File: src/rtl/pd_pkg.sv
package pd_pkg;

  typedef enum logic [1:0] {
    PD_IDLE  = 2'd0,
    PD_OPEN  = 2'd1,
    PD_SHUT  = 2'd2,
    PD_PAUSE = 2'd3
  } pd_state_e;

  localparam int unsigned CODE_W  = 4;
  localparam int unsigned COUNT_W = 4;
  localparam int unsigned GAP_MUL = 10;

endpackage

File: src/rtl/pd_digit_map.sv
module pd_digit_map
  import pd_pkg::*;
#(
  parameter bit ALT_EN = 1'b1
) (
  input  logic [CODE_W-1:0]  code,
  input  logic               alt_sel,
  output logic [COUNT_W-1:0] count,
  output logic               legal
);

  logic [COUNT_W-1:0] std_count;

  assign legal     = (code <= CODE_W'(9));
  assign std_count = (code == '0) ? COUNT_W'(10) : COUNT_W'(code);

  generate
    if (ALT_EN) begin : g_alt
      logic [COUNT_W-1:0] alt_count;
      assign alt_count = COUNT_W'(code) + COUNT_W'(1);
      assign count     = alt_sel ? alt_count : std_count;
    end else begin : g_std
      logic unused_alt;
      assign unused_alt = alt_sel;
      assign count      = std_count;
    end
  endgenerate

endmodule

File: src/rtl/pd_tick_timer.sv
module pd_tick_timer #(
  parameter int unsigned TW = 8
) (
  input  logic          clk,
  input  logic          rst_n,
  input  logic          load,
  input  logic [TW-1:0] load_val,
  input  logic          tick,
  output logic          expire
);

  logic [TW-1:0] cnt_q;

  always_ff @(posedge clk or negedge rst_n) begin
    if (!rst_n) begin
      cnt_q <= '0;
    end else if (load) begin
      cnt_q <= load_val;
    end else if (tick && cnt_q != '0) begin
      cnt_q <= cnt_q - TW'(1);
    end
  end

  assign expire = tick && (cnt_q <= TW'(1));

endmodule

File: src/rtl/pd_seq.sv
module pd_seq
  import pd_pkg::*;
#(
  parameter int unsigned MW = 8,
  parameter int unsigned BW = 8,
  parameter int unsigned GW = 6,
  parameter int unsigned TW = 10
) (
  input  logic               clk,
  input  logic               rst_n,
  input  logic               take_ok,
  input  logic               take_bad,
  input  logic [COUNT_W-1:0] count,
  input  logic               expire,
  input  logic [MW-1:0]      make_ms,
  input  logic [BW-1:0]      break_ms,
  input  logic [GW-1:0]      gap_10ms,
  output logic               load,
  output logic [TW-1:0]      load_val,
  output pd_state_e          state,
  output logic               done,
  output logic               bad_digit
);

  pd_state_e          state_q, state_d;
  logic [COUNT_W-1:0] left_q;
  logic               done_q, bad_q;
  logic [TW-1:0]      make_len, break_len, gap_unit, gap_len;

  assign make_len  = (make_ms  == '0) ? TW'(1) : TW'(make_ms);
  assign break_len = (break_ms == '0) ? TW'(1) : TW'(break_ms);
  assign gap_unit  = (gap_10ms == '0) ? TW'(1) : TW'(gap_10ms);
  assign gap_len   = (gap_unit << 3) + (gap_unit << 1);

  always_comb begin
    state_d  = state_q;
    load     = 1'b0;
    load_val = '0;
    unique case (state_q)
      PD_IDLE: begin
        if (take_ok) begin
          state_d  = PD_OPEN;
          load     = 1'b1;
          load_val = break_len;
        end
      end
      PD_OPEN: begin
        if (expire) begin
          state_d  = PD_SHUT;
          load     = 1'b1;
          load_val = make_len;
        end
      end
      PD_SHUT: begin
        if (expire) begin
          load = 1'b1;
          if (left_q <= COUNT_W'(1)) begin
            state_d  = PD_PAUSE;
            load_val = gap_len;
          end else begin
            state_d  = PD_OPEN;
            load_val = break_len;
          end
        end
      end
      PD_PAUSE: begin
        if (expire) begin
          state_d = PD_IDLE;
        end
      end
      default: state_d = PD_IDLE;
    endcase
  end

  always_ff @(posedge clk or negedge rst_n) begin
    if (!rst_n) begin
      state_q <= PD_IDLE;
      left_q  <= '0;
      done_q  <= 1'b0;
      bad_q   <= 1'b0;
    end else begin
      state_q <= state_d;
      done_q  <= (state_q == PD_PAUSE) && expire;
      bad_q   <= take_bad;
      if (state_q == PD_IDLE && take_ok) begin
        left_q <= count;
      end else if (state_q == PD_SHUT && expire && left_q > COUNT_W'(1)) begin
        left_q <= left_q - COUNT_W'(1);
      end
    end
  end

  assign state     = state_q;
  assign done      = done_q;
  assign bad_digit = bad_q;

endmodule

File: src/rtl/pulse_dialer.sv
module pulse_dialer
  import pd_pkg::*;
#(
  parameter int unsigned MAKE_W  = 8,
  parameter int unsigned BREAK_W = 8,
  parameter int unsigned GAP_W   = 6,
  parameter bit          ALT_EN  = 1'b1
) (
  input  logic               clk,
  input  logic               rst_n,
  input  logic               ms_tick,
  input  logic               dig_valid,
  input  logic [3:0]         dig_code,
  output logic               dig_ready,
  input  logic [MAKE_W-1:0]  make_ms,
  input  logic [BREAK_W-1:0] break_ms,
  input  logic [GAP_W-1:0]   gap_10ms,
  input  logic               alt_map,
  output logic               relay_closed,
  output logic               busy,
  output logic               done,
  output logic               bad_digit
);

  localparam int unsigned PULSE_W = (MAKE_W > BREAK_W) ? MAKE_W : BREAK_W;
  localparam int unsigned TIMER_W = (PULSE_W > GAP_W + 4) ? PULSE_W : GAP_W + 4;

  pd_state_e           state;
  logic                take, take_ok, take_bad, legal, load, expire;
  logic [COUNT_W-1:0]  count;
  logic [TIMER_W-1:0]  load_val;

  assign dig_ready    = (state == PD_IDLE);
  assign take         = dig_valid && dig_ready;
  assign take_ok      = take && legal;
  assign take_bad     = take && !legal;
  assign busy         = (state != PD_IDLE);
  assign relay_closed = (state != PD_OPEN);

  pd_digit_map #(.ALT_EN(ALT_EN)) u_map (
    .code    (dig_code),
    .alt_sel (alt_map),
    .count   (count),
    .legal   (legal)
  );

  pd_tick_timer #(.TW(TIMER_W)) u_timer (
    .clk      (clk),
    .rst_n    (rst_n),
    .load     (load),
    .load_val (load_val),
    .tick     (ms_tick),
    .expire   (expire)
  );

  pd_seq #(
    .MW (MAKE_W),
    .BW (BREAK_W),
    .GW (GAP_W),
    .TW (TIMER_W)
  ) u_seq (
    .clk       (clk),
    .rst_n     (rst_n),
    .take_ok   (take_ok),
    .take_bad  (take_bad),
    .count     (count),
    .expire    (expire),
    .make_ms   (make_ms),
    .break_ms  (break_ms),
    .gap_10ms  (gap_10ms),
    .load      (load),
    .load_val  (load_val),
    .state     (state),
    .done      (done),
    .bad_digit (bad_digit)
  );

endmodule

File: config.mk
export PLATFORM = sky130hd
export DESIGN_NAME = pulse_dialer
export DESIGN_NICKNAME = d
export VERILOG_FILES = /design/src/rtl/pd_pkg.sv /design/src/rtl/pd_digit_map.sv /design/src/rtl/pd_tick_timer.sv /design/src/rtl/pd_seq.sv /design/src/rtl/pulse_dialer.sv
export SDC_FILE = /design/constraint.sdc
export NUM_CORES = 1
export LEC_CHECK = 0
export CORE_MARGIN = 2
export CORE_UTILIZATION = 52
export CTS_CLUSTER_DIAMETER = 150
export DETAILED_ROUTE_END_ITERATION = 7
export GPL_ROUTABILITY_DRIVEN = 0
export MAX_ROUTING_LAYER = met4
export PLACE_DENSITY = 0.91
export SLEW_MARGIN = 10
export SYNTH_ARGS = -nofsm -noshare
export SYNTH_HDL_FRONTEND = slang
export SYNTH_SLANG_ARGS = --single-unit
File: constraint.sdc
create_clock -name clk -period 2.28 [get_ports clk]
set_input_delay 0.456 -clock clk [delete_from_list [all_inputs] [get_ports clk]]
set_output_delay 0.456 -clock clk [all_outputs]
set_load 0.1 [all_outputs]
==> flow_summary.yaml <==
grt:
  grt_pass1_vias: 1782
  overflow: 0
  grt_pass1_wl_um: 7940
  track_usage_pct: 29.4
  grt_max_degree: 19
  antenna_found_initial: 0
power:
  switching_power_w: 0.00125
  p_sw_share_pct: 49.4
  intPower_w: 0.00128
  vdd_drop_max_mv: 0.404
  power_frac_comb_pct: 65.6
  cellPowerDensity_mw_per_mm2: 1020
  clockPowerShare_pct: 8.5
  power_w: 0.00252
  pwr-share-seq_pct: 25.9
  p_leak_nw: 1.04
synth:
  synth_area_leaders: "dfrtp_1 26%, ha_1 11%, xnor2_1 4.5%"
  synth_fp_nets: 246
  synth-seq-area-share_pct: 25.8
  synth_cell_types: 55
  synth_edf_count: 0
  synth_top_area_share_pct: 25.8
  synth-seq-cells: 18
  syn_inst: 199
  async_flop_share_pct: 100
  syn_area_per_cell_sq_um: 8.78
  synthFlopType: "dfrtp_1"
  ys_warn_count: 0
  synth_top_area_cell: "dfrtp_1"
  synth_area_sq_mm: 0.00175
worst_hold_path:
  min_path_type: "input port to async pin"
worst_setup_path:
  path_max_fanout: 8
  critPathCaptureType: "flop"
  r2r-end: "u_timer.cnt_q[3]"
  worstSetupEndpoint: "u_timer.cnt_q[3]"
  startpoint: "ms_tick"
  required_ns: 2.56
  path_class: "input port to flop"
  reg2reg_setup_slack_ns: 0.07
  rr_worst_depth: 6
  critical_path.startpoint_type: "input port"
  worst_ep_arrival_time_ns: 2.49
  reg2reg_from: "u_timer.cnt_q[6]"
placement:
  io_buffers: 35
  hpwl_um: 3760
clock_network:
  cts_made_buffers: 3
  path_clk_slew_ns: 0.12
  cts_sinks: 18
  cts_tree: "built"
  root_buffer: "clkbuf_4"
  cts_max_level: 1
  clock_latency_ns: 0.33
  cts_buffer_depth: 2
  ctsHoldBuffers: 0
floorplanning:
  die_area_sq_mm: 0.00384
  row_count: 21
  ioPinCount: 36
  fp.dieH_um: 62.0
  core_sq_mm: 0.00328
  fp.dieW_um: 62.0
  initial_core_util_pct: 53.2
job:
  maxCapViolations: 0
sta:
  slew_headroom_pct: 68.0
  hold_viol_final: 0
  max_freq_mhz: 452
  post-route-period-util_pct: 97.0
  tightestPinTransition_ns: 0.468
  finClkSkew_ns: 0.0190
  finalSetupViolations: 0
  finalMaxSlewViolations: 0
  rsz0062_at_grt: "yes"
  fin_crit_ns: 2.21
layout:
  finalNetCount: 309
  area_growth_pct: 40.9
  seqCellArea_sq_um: 450
  multi_input_comb_area_sq_mm: 0.00125
  drive_gt1_share_pct: 23.8
  final_core_util_pct: 75.0
  layout_commonest_cell: "buf_4"
  layout_common_cells: "32 x buf_4, 28 x clkdlybuf4s50_1, 18 x dfrtp_1"
  antenna_cells: 0
  nFillCells: 214
detailed_routing:
  drc: 0
  avgRoutedWirePerCell_um: 16.1
  wl_um: 4930
  drt-initial-drc-count: 108
  route.vias.total: 1806
  ant_nets: 0
  first_pass_iters: 5
  avgViaCountPerCell: 5.88
run_status:
  status: "complete, no violations"
-- power by group through the flow --
stage | combinational [W] | sequential [W] | clock [W]
floorplan | 0.00106 | 0.000617 | 0
finish | 0.00165 | 0.000652 | 0.000215
global placement | 0.00150 | 0.000632 | 0
detailed placement | 0.00156 | 0.000647 | 0
global route | 0.00179 | 0.000671 | 0.000223
CTS | 0.00159 | 0.000639 | 0.000212
-- final cells by class --
cell class                      instances  area share (%)
Inverter                               15            2.29
Tap cell                               46            2.34
Multi-Input combinational cell        158            50.6
Timing Repair Buffer                   66            25.0
Clock buffer                            4            1.47
Sequential cell                        18            18.3
-- state kept, by name, summed over array words and instances, names as in the netlist --
register         cells
u_seq.state          2
u_timer.cnt_q       10
u_seq.done           1
u_seq.bad_digit      1
u_seq.left_q         4
-- layer usage --
metal | share of wire [%] | vias to the layer above | global-route usage, %
li1 | - | 858 | -
met1 | 41 | 880 | 34.5
met2 | 52 | 53 | 49.3
met3 | 4.1 | 15 | 3.11
met4 | 3.5 | 0 | 15.5
met5 | 0 | - | -
-- critical path, stage by stage --
cell and delay (ns):
clkdlybuf4s50_1 0.47, or2b_2 0.31, or3_1 0.36, buf_4 0.19
o21ai_4 0.28, a221o_1 0.25, mux2_2 0.16
-- cells by family after synthesis --
group | Yosys count | synth area share, %
simple gates | 70 | 23.4
compound gates | 50 | 21.3
buf+inv | 23 | 5.87
flops | 18 | 25.8
fa+ha+maj | 16 | 11.9
xor+xnor | 14 | 7.02
mux | 8 | 4.72
-- how the worst min path moves through the flow --
stage                                   to           start  cells after the start  slack (ns)
after detailed placement    u_seq.state[1]  u_seq.state[1]                      1        0.58
after floorplan            u_seq.bad_digit           rst_n                      0        0.16
after global placement      u_seq.state[1]  u_seq.state[1]                      1        0.56
final                     u_timer.cnt_q[3]           rst_n                      2        0.44
after CTS                 u_timer.cnt_q[3]           rst_n                      2        0.45
after global routing      u_timer.cnt_q[3]           rst_n                      2        0.47
-- metrics by stage --
step	hold WS, ns	area, sq um	cells	TNS, ns	setup WS, ns
2_1_floorplan	0.160	1750	199	0	0.104
3_3_place_gp	0.558	2360	302	-1.94	-0.245
3_5_place_dp	0.580	2360	302	-3.11	-0.350
4_1_cts	0.454	2410	306	0	0.0138
5_1_grt	0.465	2460	307	-0.0784	-0.0327
6_report	0.443	2460	307	0	0.0686
-- Yosys cell counts (2+ instances only) --
cell type	count
nor2_1	14
a2111oi_0	2
nor3b_1	3
or4_1	3
and2_1	3
o21ai_0	9
a221o_1	2
mux2_2	2
buf_6	2
clkbuf_1	5
nand2_1	11
a222oi_1	2
a21oi_1	10
nor3_1	12
nand3_1	3
dfrtp_1	18
nand3b_1	2
inv_1	15
mux2i_1	6
o21ba_2	2
a31oi_1	4
xnor2_1	9
or3_1	2
nor4_1	6
a22oi_1	2
ha_1	15
xor2_1	5
nand2b_1	3
-- timing repair --
item / CTS / global route
endpoints found under the setup margin: 2 / 11
buffers inserted: 0 / 1
hold endpoints to repair: 0 / 0
gates resized for setup: 1 / 11
pin swaps: 1 / 3
Note: power is estimated with default switching activity, not from simulation.
